--- src/rtl/sbx_pkg.sv ---
package sbx_pkg;

    typedef enum logic [2:0] {
        ST_IDLE,
        ST_LEAD,
        ST_CLOCK,
        ST_TAIL,
        ST_SLAVE
    } sbx_state_e;

endpackage

--- src/rtl/sbx_tick.sv ---
// Half-period timer for master mode: one tick every max(div,MIN_DIV)/2 clocks.
module sbx_tick #(
    parameter int unsigned DIV_W   = 8,
    parameter int unsigned MIN_DIV = 4
) (
    input  logic             clk,
    input  logic             rst_n,
    input  logic             restart,
    input  logic [DIV_W-1:0] div,
    output logic             tick
);
    localparam logic [DIV_W-1:0] MIN_V = DIV_W'(MIN_DIV);
    localparam logic [DIV_W-1:0] ONE   = DIV_W'(1);

    logic [DIV_W-1:0] eff_div;
    logic [DIV_W-1:0] half;
    logic [DIV_W-1:0] cnt;

    assign eff_div = (div < MIN_V) ? MIN_V : div;
    assign half    = eff_div >> 1;
    assign tick    = !restart && (cnt >= half - ONE);

    always_ff @(posedge clk or negedge rst_n) begin
        if (!rst_n) begin
            cnt <= '0;
        end else if (restart || tick) begin
            cnt <= '0;
        end else begin
            cnt <= cnt + ONE;
        end
    end

    // two ticks are always at least two clocks apart
    p_tick_gap_r5: assert property (@(posedge clk) disable iff (!rst_n)
        tick |=> !tick);

endmodule

--- src/rtl/sbx_sync.sv ---
// Synchronizer for the slave pins plus clock edge detection.
module sbx_sync #(
    parameter int unsigned STAGES = 2
) (
    input  logic clk,
    input  logic rst_n,
    input  logic sck_pin,
    input  logic cs_n_pin,
    input  logic sdi_pin,
    output logic cs_act,
    output logic sdi_s,
    output logic sck_rise,
    output logic sck_fall
);
    logic [STAGES-1:0] sck_p;
    logic [STAGES-1:0] cs_p;
    logic [STAGES-1:0] sdi_p;
    logic              sck_prev;

    if (STAGES == 1) begin : g_single
        always_ff @(posedge clk or negedge rst_n) begin
            if (!rst_n) begin
                sck_p <= '0;
                cs_p  <= '1;
                sdi_p <= '0;
            end else begin
                sck_p <= sck_pin;
                cs_p  <= cs_n_pin;
                sdi_p <= sdi_pin;
            end
        end
    end else begin : g_chain
        always_ff @(posedge clk or negedge rst_n) begin
            if (!rst_n) begin
                sck_p <= '0;
                cs_p  <= '1;
                sdi_p <= '0;
            end else begin
                sck_p <= {sck_p[STAGES-2:0], sck_pin};
                cs_p  <= {cs_p[STAGES-2:0], cs_n_pin};
                sdi_p <= {sdi_p[STAGES-2:0], sdi_pin};
            end
        end
    end

    always_ff @(posedge clk or negedge rst_n) begin
        if (!rst_n) begin
            sck_prev <= 1'b0;
        end else begin
            sck_prev <= sck_p[STAGES-1];
        end
    end

    assign cs_act   = !cs_p[STAGES-1];
    assign sdi_s    = sdi_p[STAGES-1];
    assign sck_rise = sck_p[STAGES-1] && !sck_prev;
    assign sck_fall = !sck_p[STAGES-1] && sck_prev;

endmodule

--- src/rtl/sbx_shift.sv ---
// Transmit and receive shift registers, bit counter and end-of-byte pulse.
module sbx_shift #(
    parameter int unsigned DATA_W = 8
) (
    input  logic              clk,
    input  logic              rst_n,
    input  logic              load,
    input  logic [DATA_W-1:0] tx_data,
    input  logic              sample_ev,
    input  logic              change_ev,
    input  logic              late_phase,
    input  logic              din,
    output logic              sdo_bit,
    output logic [DATA_W-1:0] rx_data,
    output logic              done
);
    localparam int unsigned CNT_W = $clog2(DATA_W + 1);
    localparam logic [CNT_W-1:0] FULL = CNT_W'(DATA_W);
    localparam logic [CNT_W-1:0] LAST = CNT_W'(DATA_W - 1);

    logic [DATA_W-1:0] tx_sr;
    logic [DATA_W-1:0] rx_sr;
    logic [CNT_W-1:0]  cnt;
    logic              first_seen;

    always_ff @(posedge clk or negedge rst_n) begin
        if (!rst_n) begin
            tx_sr      <= '0;
            rx_sr      <= '0;
            cnt        <= '0;
            first_seen <= 1'b0;
            done       <= 1'b0;
        end else begin
            done <= 1'b0;
            if (load) begin
                tx_sr      <= tx_data;
                cnt        <= '0;
                first_seen <= 1'b0;
            end else begin
                if (sample_ev && (cnt != FULL)) begin
                    rx_sr <= {rx_sr[DATA_W-2:0], din};
                    cnt   <= cnt + CNT_W'(1);
                    done  <= (cnt == LAST);
                end
                if (change_ev) begin
                    // in the late phase the first change edge only presents the MSB
                    if (late_phase && !first_seen) begin
                        first_seen <= 1'b1;
                    end else begin
                        tx_sr <= {tx_sr[DATA_W-2:0], 1'b0};
                    end
                end
            end
        end
    end

    assign sdo_bit = tx_sr[DATA_W-1];
    assign rx_data = rx_sr;

    // the end-of-byte pulse lasts one cycle
    p_done_single_r7: assert property (@(posedge clk) disable iff (!rst_n)
        done |=> !done);

    // the pulse only comes once all bits are captured
    p_done_full_r4: assert property (@(posedge clk) disable iff (!rst_n)
        done |-> (cnt == FULL));

endmodule

--- src/rtl/sbx_top.sv ---
module sbx_top #(
    parameter int unsigned DATA_W      = 8,
    parameter int unsigned DIV_W       = 8,
    parameter int unsigned MIN_DIV     = 4,
    parameter int unsigned SYNC_STAGES = 2
) (
    input  logic              clk,
    input  logic              rst_n,
    input  logic              cfg_master,
    input  logic              cfg_idle_hi,
    input  logic              cfg_alt,
    input  logic              cfg_echo,
    input  logic [DIV_W-1:0]  cfg_div,
    input  logic [DATA_W-1:0] tx_byte,
    input  logic              start,
    output logic [DATA_W-1:0] rx_byte,
    output logic              done,
    output logic              busy,
    output logic              sck_o,
    output logic              sck_oe,
    input  logic              sck_i,
    output logic              cs_n_o,
    input  logic              cs_n_i,
    input  logic              sdi,
    output logic              sdo,
    output logic              sdo_oe
);
    import sbx_pkg::*;

    localparam int unsigned EDGES  = 2 * DATA_W;
    localparam int unsigned EDGE_W = $clog2(EDGES);
    localparam logic [EDGE_W-1:0] LAST_EDGE = EDGE_W'(EDGES - 1);

    sbx_state_e        state;
    sbx_state_e        state_nx;
    logic [EDGE_W-1:0] edge_cnt;
    logic              sck_r;
    logic              restart;
    logic              tick;
    logic              cs_act;
    logic              sdi_s;
    logic              sck_rise;
    logic              sck_fall;
    logic              m_edge;
    logic              lead_ev;
    logic              trail_ev;
    logic              sample_on_lead;
    logic              sample_ev;
    logic              change_ev;
    logic              load;
    logic              din;
    logic              sdo_bit;
    logic              master_sel;

    sbx_tick #(.DIV_W(DIV_W), .MIN_DIV(MIN_DIV)) u_tick (
        .clk     (clk),
        .rst_n   (rst_n),
        .restart (restart),
        .div     (cfg_div),
        .tick    (tick)
    );

    sbx_sync #(.STAGES(SYNC_STAGES)) u_sync (
        .clk      (clk),
        .rst_n    (rst_n),
        .sck_pin  (sck_i),
        .cs_n_pin (cs_n_i),
        .sdi_pin  (sdi),
        .cs_act   (cs_act),
        .sdi_s    (sdi_s),
        .sck_rise (sck_rise),
        .sck_fall (sck_fall)
    );

    // state register
    always_ff @(posedge clk or negedge rst_n) begin
        if (!rst_n) begin
            state <= ST_IDLE;
        end else begin
            state <= state_nx;
        end
    end

    // next state
    always_comb begin
        state_nx = state;
        unique case (state)
            ST_IDLE: begin
                if (cfg_master && start) begin
                    state_nx = ST_LEAD;
                end else if (!cfg_master && cs_act) begin
                    state_nx = ST_SLAVE;
                end
            end
            ST_LEAD: begin
                if (tick) state_nx = ST_CLOCK;
            end
            ST_CLOCK: begin
                if (tick && (edge_cnt == LAST_EDGE)) state_nx = ST_TAIL;
            end
            ST_TAIL: begin
                if (tick) state_nx = ST_IDLE;
            end
            ST_SLAVE: begin
                if (!cs_act || cfg_master) state_nx = ST_IDLE;
            end
            default: state_nx = ST_IDLE;
        endcase
    end

    // edge events: leading = away from rest level, trailing = back to it
    assign master_sel     = (state == ST_LEAD) || (state == ST_CLOCK) || (state == ST_TAIL);
    assign restart        = !master_sel;
    assign m_edge         = tick && ((state == ST_LEAD) || (state == ST_CLOCK));
    assign lead_ev        = (m_edge && !edge_cnt[0]) ||
                            ((state == ST_SLAVE) && (cfg_idle_hi ? sck_fall : sck_rise));
    assign trail_ev       = (m_edge && edge_cnt[0]) ||
                            ((state == ST_SLAVE) && (cfg_idle_hi ? sck_rise : sck_fall));
    assign sample_on_lead = (cfg_alt == cfg_idle_hi);
    assign sample_ev      = sample_on_lead ? lead_ev : trail_ev;
    assign change_ev      = sample_on_lead ? trail_ev : lead_ev;
    assign load           = (state == ST_IDLE) &&
                            ((state_nx == ST_LEAD) || (state_nx == ST_SLAVE));
    assign din            = cfg_master ? sdi : sdi_s;

    // master clock and edge counter
    always_ff @(posedge clk or negedge rst_n) begin
        if (!rst_n) begin
            sck_r    <= 1'b0;
            edge_cnt <= '0;
        end else if (state == ST_IDLE) begin
            sck_r    <= cfg_idle_hi;
            edge_cnt <= '0;
        end else if (m_edge) begin
            sck_r    <= !sck_r;
            edge_cnt <= edge_cnt + EDGE_W'(1);
        end
    end

    sbx_shift #(.DATA_W(DATA_W)) u_shift (
        .clk        (clk),
        .rst_n      (rst_n),
        .load       (load),
        .tx_data    (tx_byte),
        .sample_ev  (sample_ev),
        .change_ev  (change_ev),
        .late_phase (!sample_on_lead),
        .din        (din),
        .sdo_bit    (sdo_bit),
        .rx_data    (rx_byte),
        .done       (done)
    );

    // outputs
    always_comb begin
        busy   = (state != ST_IDLE);
        cs_n_o = !master_sel;
        sck_o  = sck_r;
        sck_oe = cfg_master;
        sdo    = (!cfg_master && cfg_echo) ? sdi : sdo_bit;
        sdo_oe = cfg_master || ((state == ST_SLAVE) && !cs_n_i);
    end

    // a finished master transfer leaves the clock at rest
    p_sck_idle_after_r1: assert property (@(posedge clk) disable iff (!rst_n)
        (cfg_master && $fell(busy)) |-> (sck_o == cfg_idle_hi));

    // the master clock only moves while select is driven low
    p_sck_only_selected_r6: assert property (@(posedge clk) disable iff (!rst_n)
        (cfg_master && $past(busy) && !$stable(sck_o)) |-> !cs_n_o);

    // the end-of-byte pulse follows a capture edge
    p_done_after_sample_r7: assert property (@(posedge clk) disable iff (!rst_n)
        done |-> $past(sample_ev));

endmodule

--- config.mk ---
export PLATFORM = sky130hd
export DESIGN_NAME = sbx_top
export DESIGN_NICKNAME = d
export VERILOG_FILES = /design/src/rtl/sbx_pkg.sv /design/src/rtl/sbx_tick.sv /design/src/rtl/sbx_sync.sv /design/src/rtl/sbx_shift.sv /design/src/rtl/sbx_top.sv
export SDC_FILE = /design/constraint.sdc
export NUM_CORES = 1
export LEC_CHECK = 0
export BUFFER_PORTS_ARGS = -buffer_cell sky130_fd_sc_hd__buf_4
export CAP_MARGIN = 20
export CORE_UTILIZATION = 45
export DETAILED_ROUTE_END_ITERATION = 10
export HOLD_SLACK_MARGIN = 0.1
export PLACE_DENSITY = 0.66
export SYNTH_ARGS = -nofsm -noshare
export SYNTH_HDL_FRONTEND = slang
export SYNTH_HIERARCHICAL = 1
export SYNTH_SLANG_ARGS = --single-unit
--- constraint.sdc ---
create_clock -name clk -period 7 [get_ports clk]
set_input_delay 1.4 -clock clk [delete_from_list [all_inputs] [get_ports clk]]
set_output_delay 1.4 -clock clk [all_outputs]
set_load 0.03 [all_outputs]
==> results of run 1 <==
## layout make-up
type | count | area (um^2)
inverter | 10 | 37.5
fill | 498 | 2260
tap | 70 | 87.6
sequential | 45 | 1130
multi-input combinational | 164 | 1270
clock inverter | 1 | 30.0
timing repair buffer | 41 | 308
clock buffer | 7 | 86.3
## cells in the final DEF, fill, tap and decap left out, types with 2 or more instances in the layout
| cell type | n |
|---|---|
| clkbuf_8 | 6 |
| buf_4 | 41 |
| inv_1 | 10 |
| dfrtp_1 | 43 |
| a221o_1 | 7 |
| xnor2_1 | 3 |
| o21bai_1 | 2 |
| mux2_2 | 11 |
| ha_1 | 13 |
| or3_1 | 4 |
| nor2_1 | 16 |
| o21ai_0 | 6 |
| nand3b_4 | 2 |
| nor3_1 | 7 |
| nand2b_1 | 5 |
| o21a_1 | 2 |
| nand4_1 | 2 |
| a21oi_1 | 10 |
| nand3_1 | 8 |
| nor2b_1 | 9 |
| dfstp_2 | 2 |
| nand2_1 | 11 |
| and3_1 | 9 |
| o32ai_1 | 2 |
| mux2i_1 | 5 |
| xor2_1 | 9 |
## synth_stat cells (3+ instances only)
cell type  number  share of area, %
nor2b_1         9               2.3
o21ai_0         6               1.2
mux2i_1         5               2.0
nand2_1        11               1.7
xnor2_1         3               1.1
buf_6           3               1.4
a221o_1         7               2.8
nor2_1         16               2.4
ha_1           13               6.5
a21oi_1        10               2.0
nand2b_1        5               1.3
xor2_1          9               3.2
nor3_1          7               1.4
nand3_1         8               1.6
mux2_2         11               5.0
and3_1          9               2.3
inv_1          10               1.5
or3_1           4               1.0
dfrtp_1        43                43
## kinds of logic after synthesis
kind of cell	count (synthesis)	synth area share (%)
AO/OA/AOI/OAI	35	11.3
multiplexers	17	7.60
AND/OR/NAND/NOR	85	20.4
other	1	0.151
adder cells (fa/ha/maj)	13	6.55
flip-flops	45	45.4
buffers and inverters	16	3.68
XOR/XNOR	13	4.88
## flip-flops by register name, indices dropped and copies added (netlist names)
signal	count
u_shift/rx_data	8
u_shift/tx_sr	8
u_tick/cnt	8
edge_cnt	4
u_shift/cnt	4
state	3
u_sync/cs_p	2
u_sync/sck_p	2
u_sync/sdi_p	2
sck_o	1
u_shift/done	1
u_shift/first_seen	1
u_sync/sck_prev	1
## worst register-to-register path, stage by stage (launching register included)
cell and delay, ns:
dfrtp_1 0.43, ha_1 0.32, nand4_1 0.17, or3_1 0.39
a21oi_1 0.27, nor2b_1 0.21, nand3_1 0.14, a31oi_2 0.76
buf_4 0.25, nor2b_1 0.06, and3_1 0.17, a221o_1 0.25
## path summary, 6_finish.rpt
| check | from | endpoint | slack (ns) | cells past startpoint |
|---|---|---|---|---|
| min reg2reg | u_sync/cs_p[0] | u_sync/cs_p[1] | 0.36 | 0 |
| max reg2reg | u_tick/cnt[5] | u_shift/tx_sr[4] | 3.47 | 11 |
| min in group asynchronous | rst_n | edge_cnt[3] | 1.10 | 1 |
| max in group asynchronous | rst_n | u_sync/sck_p[0] | 5.51 | 1 |
| min | u_sync/cs_p[0] | u_sync/cs_p[1] | 0.36 | 0 |
| max | cfg_div[6] | u_shift/tx_sr[4] | 1.38 | 18 |
## power breakdown
part | internal (W) | switching, W | leakage, nW | total (W)
Sequential | 0.000306 | 0.0000331 | 0.588 | 0.000339
Combinational | 0.000143 | 0.000166 | 0.744 | 0.000309
Clock | 0.000116 | 0.0000836 | 0.0585 | 0.000200
## metal layers
layer / vias to the layer above / share of wire, % / GRT usage [%]
li1: 888 / - / -
met1: 862 / 49 / 23.0
met2: 25 / 46 / 27.4
met3: 5 / 3.6 / 4.19
met4: 0 / 0.83 / 4.04
met5: - / 0 / 0
## stage by stage
stage	setup slack, ns	total power, W	instance area, um^2	util (%)	cells
3_5_place_dp	1.08	0.000658	2830	54.4	330
4_1_cts	1.40	0.000859	2950	56.7	338
3_3_place_gp	1.14	0.000651	2830	54.4	330
6_report	1.38	0.000849	2950	56.7	338
2_1_floorplan	2.03	0.000568	2480	-	225
5_1_grt	0.982	0.000904	2950	56.7	338
==> impl_metrics.tcl, run 1 <==
set metrics [dict create \
    viasPerCell 5.27 \
    yosys_most_used_dff "dfrtp_1" \
    clock_sinks 45 \
    required_ns 7.18 \
    synth_cell_types 47 \
    drive_gt1_share_pct 27.2 \
    avgSynthCellArea_um2 11.0 \
    async_flop_share_pct 100 \
    syn_to_final_growth_pct 18.7 \
    setup-violations-final 0 \
    routedWlPerCell_um 13.6 \
    die-area_um2 5820 \
    cts_tree "done" \
    outcome "finished clean" \
    slowest_stage "a31oi_2" \
    grt_max_degree 46 \
    pin_count 41 \
    power_density_nw_per_um2 288 \
    worstMarginPinSlew_ns 0.894 \
    drv_cap 0 \
    cts_resized 0 \
    clock_tree.buffer_depth 2 \
    final-hold-violation-count 0 \
    rsz0062_at_grt "false" \
    yosysSeqAreaShare_pct 45.4 \
    hold_buffers 0 \
    cts_root_buffer "clkbuf_8" \
    cts_post_setup_buffers_inserted 0 \
    crit_type "input port to register" \
    grt_overflow_total 0 \
    endpoint_kind "register" \
    antennaDiodeCount 0 \
    grt_use_total_pct 17.0 \
    fp.dieH_um 76.3 \
    period_needed_ns 5.62 \
    yosysWarningCount 6 \
    wirelength_mm 4.58 \
    yosys_register_bits 45 \
    fin_nets 306 \
    antenna_left 0 \
    core_um2 5200 \
    syn_area_um2 2480 \
    hpwl_mm 3.33 \
    hold_path_class "register to register" \
    final.setup.tns_ns 0 \
    portBuffers 39 \
    drc_errors 0 \
    worstSkewPairLatency_ns 0.29 \
    finalCritPeriodShare_pct 80.3 \
    cp_num_buf_inv 2 \
    cts.reportedPaths.clkPinSlew_ns 0.08 \
    rows 26 \
    htree_levels 2 \
    crit_family "simple AND/OR/NAND/NOR gates" \
    max_slew_margin_pct 40.2 \
    fmaxAchievable_mhz 178 \
    worstPathCellList "buf_4 -> nor4_1 -> nand2_1 -> o21ai_0 -> ha_1 -> nand2_1 -> xnor2_1 -> ha_1 -> nand4_1 -> or3_1 -> a21oi_1 -> nor2b_1 -> nand3_1 -> a31oi_2 -> buf_4 -> nor2b_1 -> and3_1 -> a221o_1" \
    arrival_ns 5.80 \
    antenna_found_initial 0 \
    syn-num-nets 264 \
    crit_path_max_fanout 19 \
    fp.dieW_um 76.3 \
    drtIter0Drc 90 \
    grt_first_pass_wirelength_mm 7.96 \
    start_util_pct 47.7 \
    finClkSkew_ns 0.00726 \
    gp_congestion 0.769 \
    cellLeakagePower_nw 1.39 \
    cpPeakStageDelay_ns 0.76 \
    synth_cells 225 \
    maxSlewViolCount 0 \
    ir_worst_vdd_mv 0.178 \
    first_pass_iters 4 \
    grt_pass1_vias 1718 \
    critPathLaunchType "input port" \
    synth_enable_flop_cells 0 \
    routed-via-count 1780 \
    whs_ns 0.359 \
    numCtsBuffers 5 \
]
No activity file was read; power rests on OpenSTA's default activity.
==> run 2: changes to the inputs <==
PLACE_DENSITY = 0.69   (was 0.66)
clock period = 4.7 ns   (was 7 ns; I/O delays follow)
==> run 2 against run 1 <==
Total power up 43%. Register-to-register slack worse by 1.9 ns. Global-route usage up 0.42 points. Critical endpoint is now u_shift/cnt[2]. Worst setup slack worse by 1.1 ns. Non-clock buffer count up 6. Cell count up 1.8%. Clock skew down 0.0015 ns. Critical path depth unchanged.
==> impl_metrics.tcl, run 2 (same netlist as run 1, synthesis figures left out) <==
set metrics [dict create \
    outcome "finished clean" \
    cp_common_cell "nand2_1" \
    hpwl_mm 3.33 \
    finClkSkew_ns 0.00576 \
    drtIter0Drc 62 \
    core_um2 5200 \
    final_cells 344 \
    first_pass_iters 4 \
    max_slew_margin_pct 63.1 \
    grt_first_pass_wirelength_mm 8.12 \
    crit_path_max_fanout 6 \
    period_needed_ns 4.38 \
    cpPeakStageDelay_ns 0.36 \
    portBuffers 39 \
    total_power_w 0.00121 \
    rsz0062_at_grt "false" \
    rows 26 \
    slowest_stage "or3_1" \
    grt_overflow_total 0 \
    required_ns 4.91 \
    clock_tree.buffer_depth 2 \
    fillers 466 \
    antenna_left 0 \
    gp_congestion 0.844 \
    viasPerCell 5.20 \
    p_comb_share_pct 39.3 \
    grt_pass1_vias 1776 \
    wirelength_mm 4.61 \
    critPathLaunchType "input port" \
    antenna_found_initial 0 \
    layout_setup_ws_ns 0.319 \
    place_ws_ns 0.00585 \
    grt_use_total_pct 17.4 \
    switching_share_pct 35.5 \
    worstSkewPairLatency_ns 0.29 \
    fp.dieH_um 76.3 \
    fmaxAchievable_mhz 228 \
    fin_nets 312 \
    fp.dieW_um 76.3 \
    fin_util_pct 57.2 \
    cp_num_buf_inv 2 \
    syn_to_final_growth_pct 19.9 \
    final.setup.tns_ns 0 \
    numCtsBuffers 5 \
    final_cell_mix "buf_4 (46), dfrtp_1 (43), nor2_1 (16)" \
    antennaDiodeCount 0 \
    ir_worst_vdd_mv 0.218 \
    endpoint_kind "register" \
    p_int_w 0.000781 \
    cts_root_buffer "clkbuf_8" \
    routedWlPerCell_um 13.4 \
    hold_path_class "register to register" \
    grt_max_degree 46 \
    final-hold-violation-count 0 \
    p_clk_share_pct 18.8 \
    crit_family "simple AND/OR/NAND/NOR gates" \
    routed-via-count 1790 \
    pin_count 41 \
    arrival_ns 4.59 \
    cts.reportedPaths.clkPinSlew_ns 0.08 \
    seqPwrFrac_pct 41.9 \
    final-seq-area_um2 1130 \
    drv_cap 0 \
    crit_type "input port to register" \
    dp.cells 336 \
    cts_post_setup_buffers_inserted 0 \
    layout_commonest_cell "buf_4" \
    cts_tree "done" \
    start_util_pct 47.7 \
    maxSlewViolCount 0 \
    power_density_nw_per_um2 406 \
    finalCritPeriodShare_pct 93.2 \
    cellLeakagePower_nw 1.41 \
    drc_errors 0 \
    multiInputGateArea_um2 1280 \
    setup-violations-final 0 \
    switchingPower_w 0.000429 \
    drive_gt1_share_pct 29.2 \
    worstMarginPinSlew_ns 0.554 \
    htree_levels 2 \
    worstPathCellList "buf_4 -> nor4_2 -> nand2_1 -> o21ai_0 -> ha_1 -> nand2_1 -> xor2_1 -> ha_1 -> nand4_1 -> or3_1 -> a21oi_1 -> buf_4 -> nand2b_1 -> o32ai_1 -> mux2_2 -> nand2_1 -> or3b_1 -> a21oi_1" \
    clock_sinks 45 \
    die-area_um2 5820 \
]
run 2: cell types whose count changed in the layout (fill, tap and decap cells not counted):
cell and delta:
clkbuf_8 -1, buf_12 +1, clkinv_2 +2, buf_4 +5
nor4_2 +1, nor4_1 -1, bufinv_16 -1
run 2: repair_timing:
item	4_1_cts	5_1_grt
hold buffers	0	0
resized for setup	0	1
endpoints found under the setup margin	0	1
run 2: worst paths after layout:
| path | depth (start not counted) | endpoint | slack [ns] | from |
|---|---|---|---|---|
| max | 18 | u_shift/cnt[2] | 0.32 | cfg_div[6] |
| min | 0 | u_sync/sdi_p[1] | 0.35 | u_sync/sdi_p[0] |
| max reg2reg | 14 | u_shift/tx_sr[7] | 1.61 | u_tick/cnt[0] |
| min reg2reg | 0 | u_sync/sdi_p[1] | 0.35 | u_sync/sdi_p[0] |
| max in group asynchronous | 1 | u_shift/first_seen | 3.68 | rst_n |
| min in group asynchronous | 1 | u_shift/rx_data[1] | 0.63 | rst_n |
run 2: power by group through the flow:
| stage | registers [W] | clock network [W] | logic [W] |
|---|---|---|---|
| final | 0.000507 | 0.000228 | 0.000475 |
| after CTS | 0.000507 | 0.000238 | 0.000477 |
| after detailed placement | 0.000514 | 0 | 0.000475 |
| after global placement | 0.000511 | 0 | 0.000466 |
| after global routing | 0.000516 | 0.000254 | 0.000513 |
| after floorplan | 0.000519 | 0 | 0.000328 |
run 2: metal layers:
layer  wire [um]  part of all wire, %  global-route usage [%]  vias to the layer above
li1            -                    -                       -                      899
met1        2240                   49                    22.9                      859
met2        2210                   48                    28.8                       27
met3         130                  2.8                    3.71                        5
met4          28                 0.61                    5.19                        0
met5           0                    0                       0                        -
run 2: final cells by class:
cell class	instances	share of cell area, %
inverters	10	1.26
repair buffers	47	12.3
clock inverters	2	0.336
well taps	70	2.94
clock buffers	6	2.44
flip-flops and latches	45	37.9
multi-input cells	164	42.9
run 2: per-stage QoR:
stage	hold WS (ns)	cell area, um^2
after CTS	0.354	2970
final	0.353	2980
after global routing	0.362	2980
after detailed placement	0.343	2890
after global placement	0.334	2890
after floorplan	0.331	2480
==> run 3: changes to the inputs <==
CORE_UTILIZATION = 30   (was 45)
PLACE_DENSITY = not set   (was 0.69)
==> run 3 against run 2 <==
Combinational power up 4.6%. Critical path depth up 1. Sequential cell count unchanged. Non-clock buffer count up 7. Worst setup slack better by 0.027 ns. Routed wire length up 4.0%. Maximum frequency up 0.63%. Global-route usage down 5.3 points. Core utilization down 18 points. Clock power up 25%. Sequential power about the same. Count of clock-buffer cells in the layout unchanged.
==> impl_metrics.tcl, run 3 (same netlist as run 1, synthesis figures left out) <==
set metrics [dict create \
    outcome "finished clean" \
    rsz0062_at_grt "false" \
    numCtsBuffers 5 \
    cellLeakagePower_nw 1.46 \
    cts_root_buffer "clkbuf_8" \
    worstMarginPinSlew_ns 0.557 \
    routed-via-count 1843 \
    antennaDiodeCount 0 \
    viasPerCell 4.81 \
    hpwl_mm 3.49 \
    finalCritPeriodShare_pct 92.6 \
    required_ns 4.88 \
    core_um2 7890 \
    pin_count 41 \
    syn_to_final_growth_pct 24.6 \
    crit_type "input port to register" \
    grt_first_pass_wirelength_mm 8.44 \
    max_slew_margin_pct 62.9 \
    r2r-end "u_shift/tx_sr[7]" \
    met1_usage_pct 15.7 \
    clock_tree.buffer_depth 2 \
    first_pass_iters 4 \
    grt_max_degree 46 \
    grt_overflow_total 0 \
    fp.dieW_um 93.0 \
    layout_commonest_cell "buf_4" \
    slowest_stage "or3_1" \
    worstPathCellList "buf_4 -> nor4_2 -> nand2_1 -> o21ai_0 -> ha_1 -> nand2_1 -> xor2_1 -> ha_1 -> nand4_1 -> or3_1 -> a21oi_1 -> buf_4 -> nor2b_1 -> nand3_1 -> a31oi_2 -> buf_12 -> and2b_1 -> and3_1 -> a221o_1" \
    hold_path_class "register to register" \
    reg2reg_from "u_tick/cnt[0]" \
    dp.cells 375 \
    endpoint_kind "register" \
    cts.reportedPaths.clkPinSlew_ns 0.08 \
    met3_usage_pct 2.11 \
    start_util_pct 31.5 \
    portBuffers 39 \
    final-hold-violation-count 0 \
    ir_worst_vdd_mv 0.144 \
    cpPeakStageDelay_ns 0.36 \
    grt_pass1_vias 1818 \
    endpoint "u_shift/tx_sr[7]" \
    use_met2_pct 20.3 \
    drv_cap 0 \
    maxSlewViolCount 0 \
    regToRegSetupSlack_ns 1.64 \
    period_needed_ns 4.35 \
    cp-startpoint "cfg_div[6]" \
    power_density_nw_per_um2 415 \
    routedWlPerCell_um 12.5 \
    fmaxAchievable_mhz 230 \
    critPathLaunchType "input port" \
    grt_use_total_pct 12.1 \
    placed_area_um2 2980 \
    antenna_left 0 \
    wirelength_mm 4.79 \
    cts_post_setup_buffers_inserted 0 \
    final_cells 383 \
    worstSkewPairLatency_ns 0.29 \
    final_cell_mix "buf_4 (53), dfrtp_1 (43), nor2_1 (16)" \
    arrival_ns 4.53 \
    grt-busiest-layer "met2" \
    fp.dieH_um 93.0 \
    rr_worst_depth 14 \
    crit_path_max_fanout 20 \
    drive_gt1_share_pct 31.0 \
    setup-violations-final 0 \
    rows 32 \
    htree_levels 2 \
    fin_nets 319 \
    antenna_found_initial 0 \
    design_area_um2 3100 \
    clock_sinks 45 \
    gp_congestion 0.802 \
    finClkSkew_ns 0.00506 \
    die-area_um2 8650 \
    cts_tree "done" \
    drc_errors 0 \
    drtIter0Drc 98 \
]
-- run 3: cell types whose count changed in the layout (fill, tap and decap cells not counted), sizes merged --
cell	previous run	this run
buf	47	54
bufinv	0	1
clkinv	2	1
-- run 3: critical path: cells and delay by family --
family | cells | cell delay [ns]
compound gates | 4 | 0.89
xor+xnor | 1 | 0.14
fa+ha+maj | 2 | 0.53
buf+inv | 3 | 0.45
simple gates | 9 | 1.59
-- run 3: through the flow --
step           setup slack (ns)  setup TNS, ns  hold WS [ns]  total power (W)  utilization [%]
4_1_cts                   0.293              0         0.361          0.00131             39.2
5_1_grt                  0.0465              0         0.363          0.00138             39.3
2_1_floorplan             0.190              0         0.331         0.000847                -
3_5_place_dp            0.00626              0         0.342          0.00101             37.8
6_report                  0.347              0         0.359          0.00129             39.3
3_3_place_gp           -0.00427       -0.00427         0.333          0.00101             37.8
-- run 3: how the worst min path moves through the flow --
stage                    startpoint               to  slack (ns)  cells past startpoint
floorplan           u_sync/sck_p[0]  u_sync/sck_p[1]        0.33                      0
global placement    u_sync/sdi_p[0]  u_sync/sdi_p[1]        0.33                      0
detailed placement  u_sync/sck_p[0]  u_sync/sck_p[1]        0.34                      0
CTS                  u_sync/cs_p[0]   u_sync/cs_p[1]        0.36                      0
global route         u_sync/cs_p[0]   u_sync/cs_p[1]        0.36                      0
finish               u_sync/cs_p[0]   u_sync/cs_p[1]        0.36                      0
-- run 3: layout make-up --
type	instances	area [um^2]
clock buffers	6	72.6
clock inverters	2	35.0
fillers	790	4790
inverters	10	37.5
multi-input cells	164	1280
flip-flops and latches	45	1130
well taps	102	128
repair buffers	54	418
-- run 3: per-layer routing --
| layer | vias to the layer above | wire length, um |
|---|---|---|
| met1 | 902 | 2340 |
| met2 | 24 | 2260 |
| met5 | - | 0 |
| met4 | 0 | 58 |
| met3 | 5 | 126 |
| li1 | 912 | - |
-- run 3: report_power, final --
group	internal, W	leakage (nW)	total [W]	switching, W
sequential	0.000456	0.588	0.000505	0.0000496
clock	0.000158	0.0552	0.000284	0.000126
combinational	0.000241	0.813	0.000497	0.000256
total	0.000854	1.46	0.00129	0.000432
-- run 3: what timing repair did --
item,in CTS,in global routing
resized for setup,0,1
hold buffers,0,0
hold endpoints to repair,0,0
setup endpoints to repair,0,1
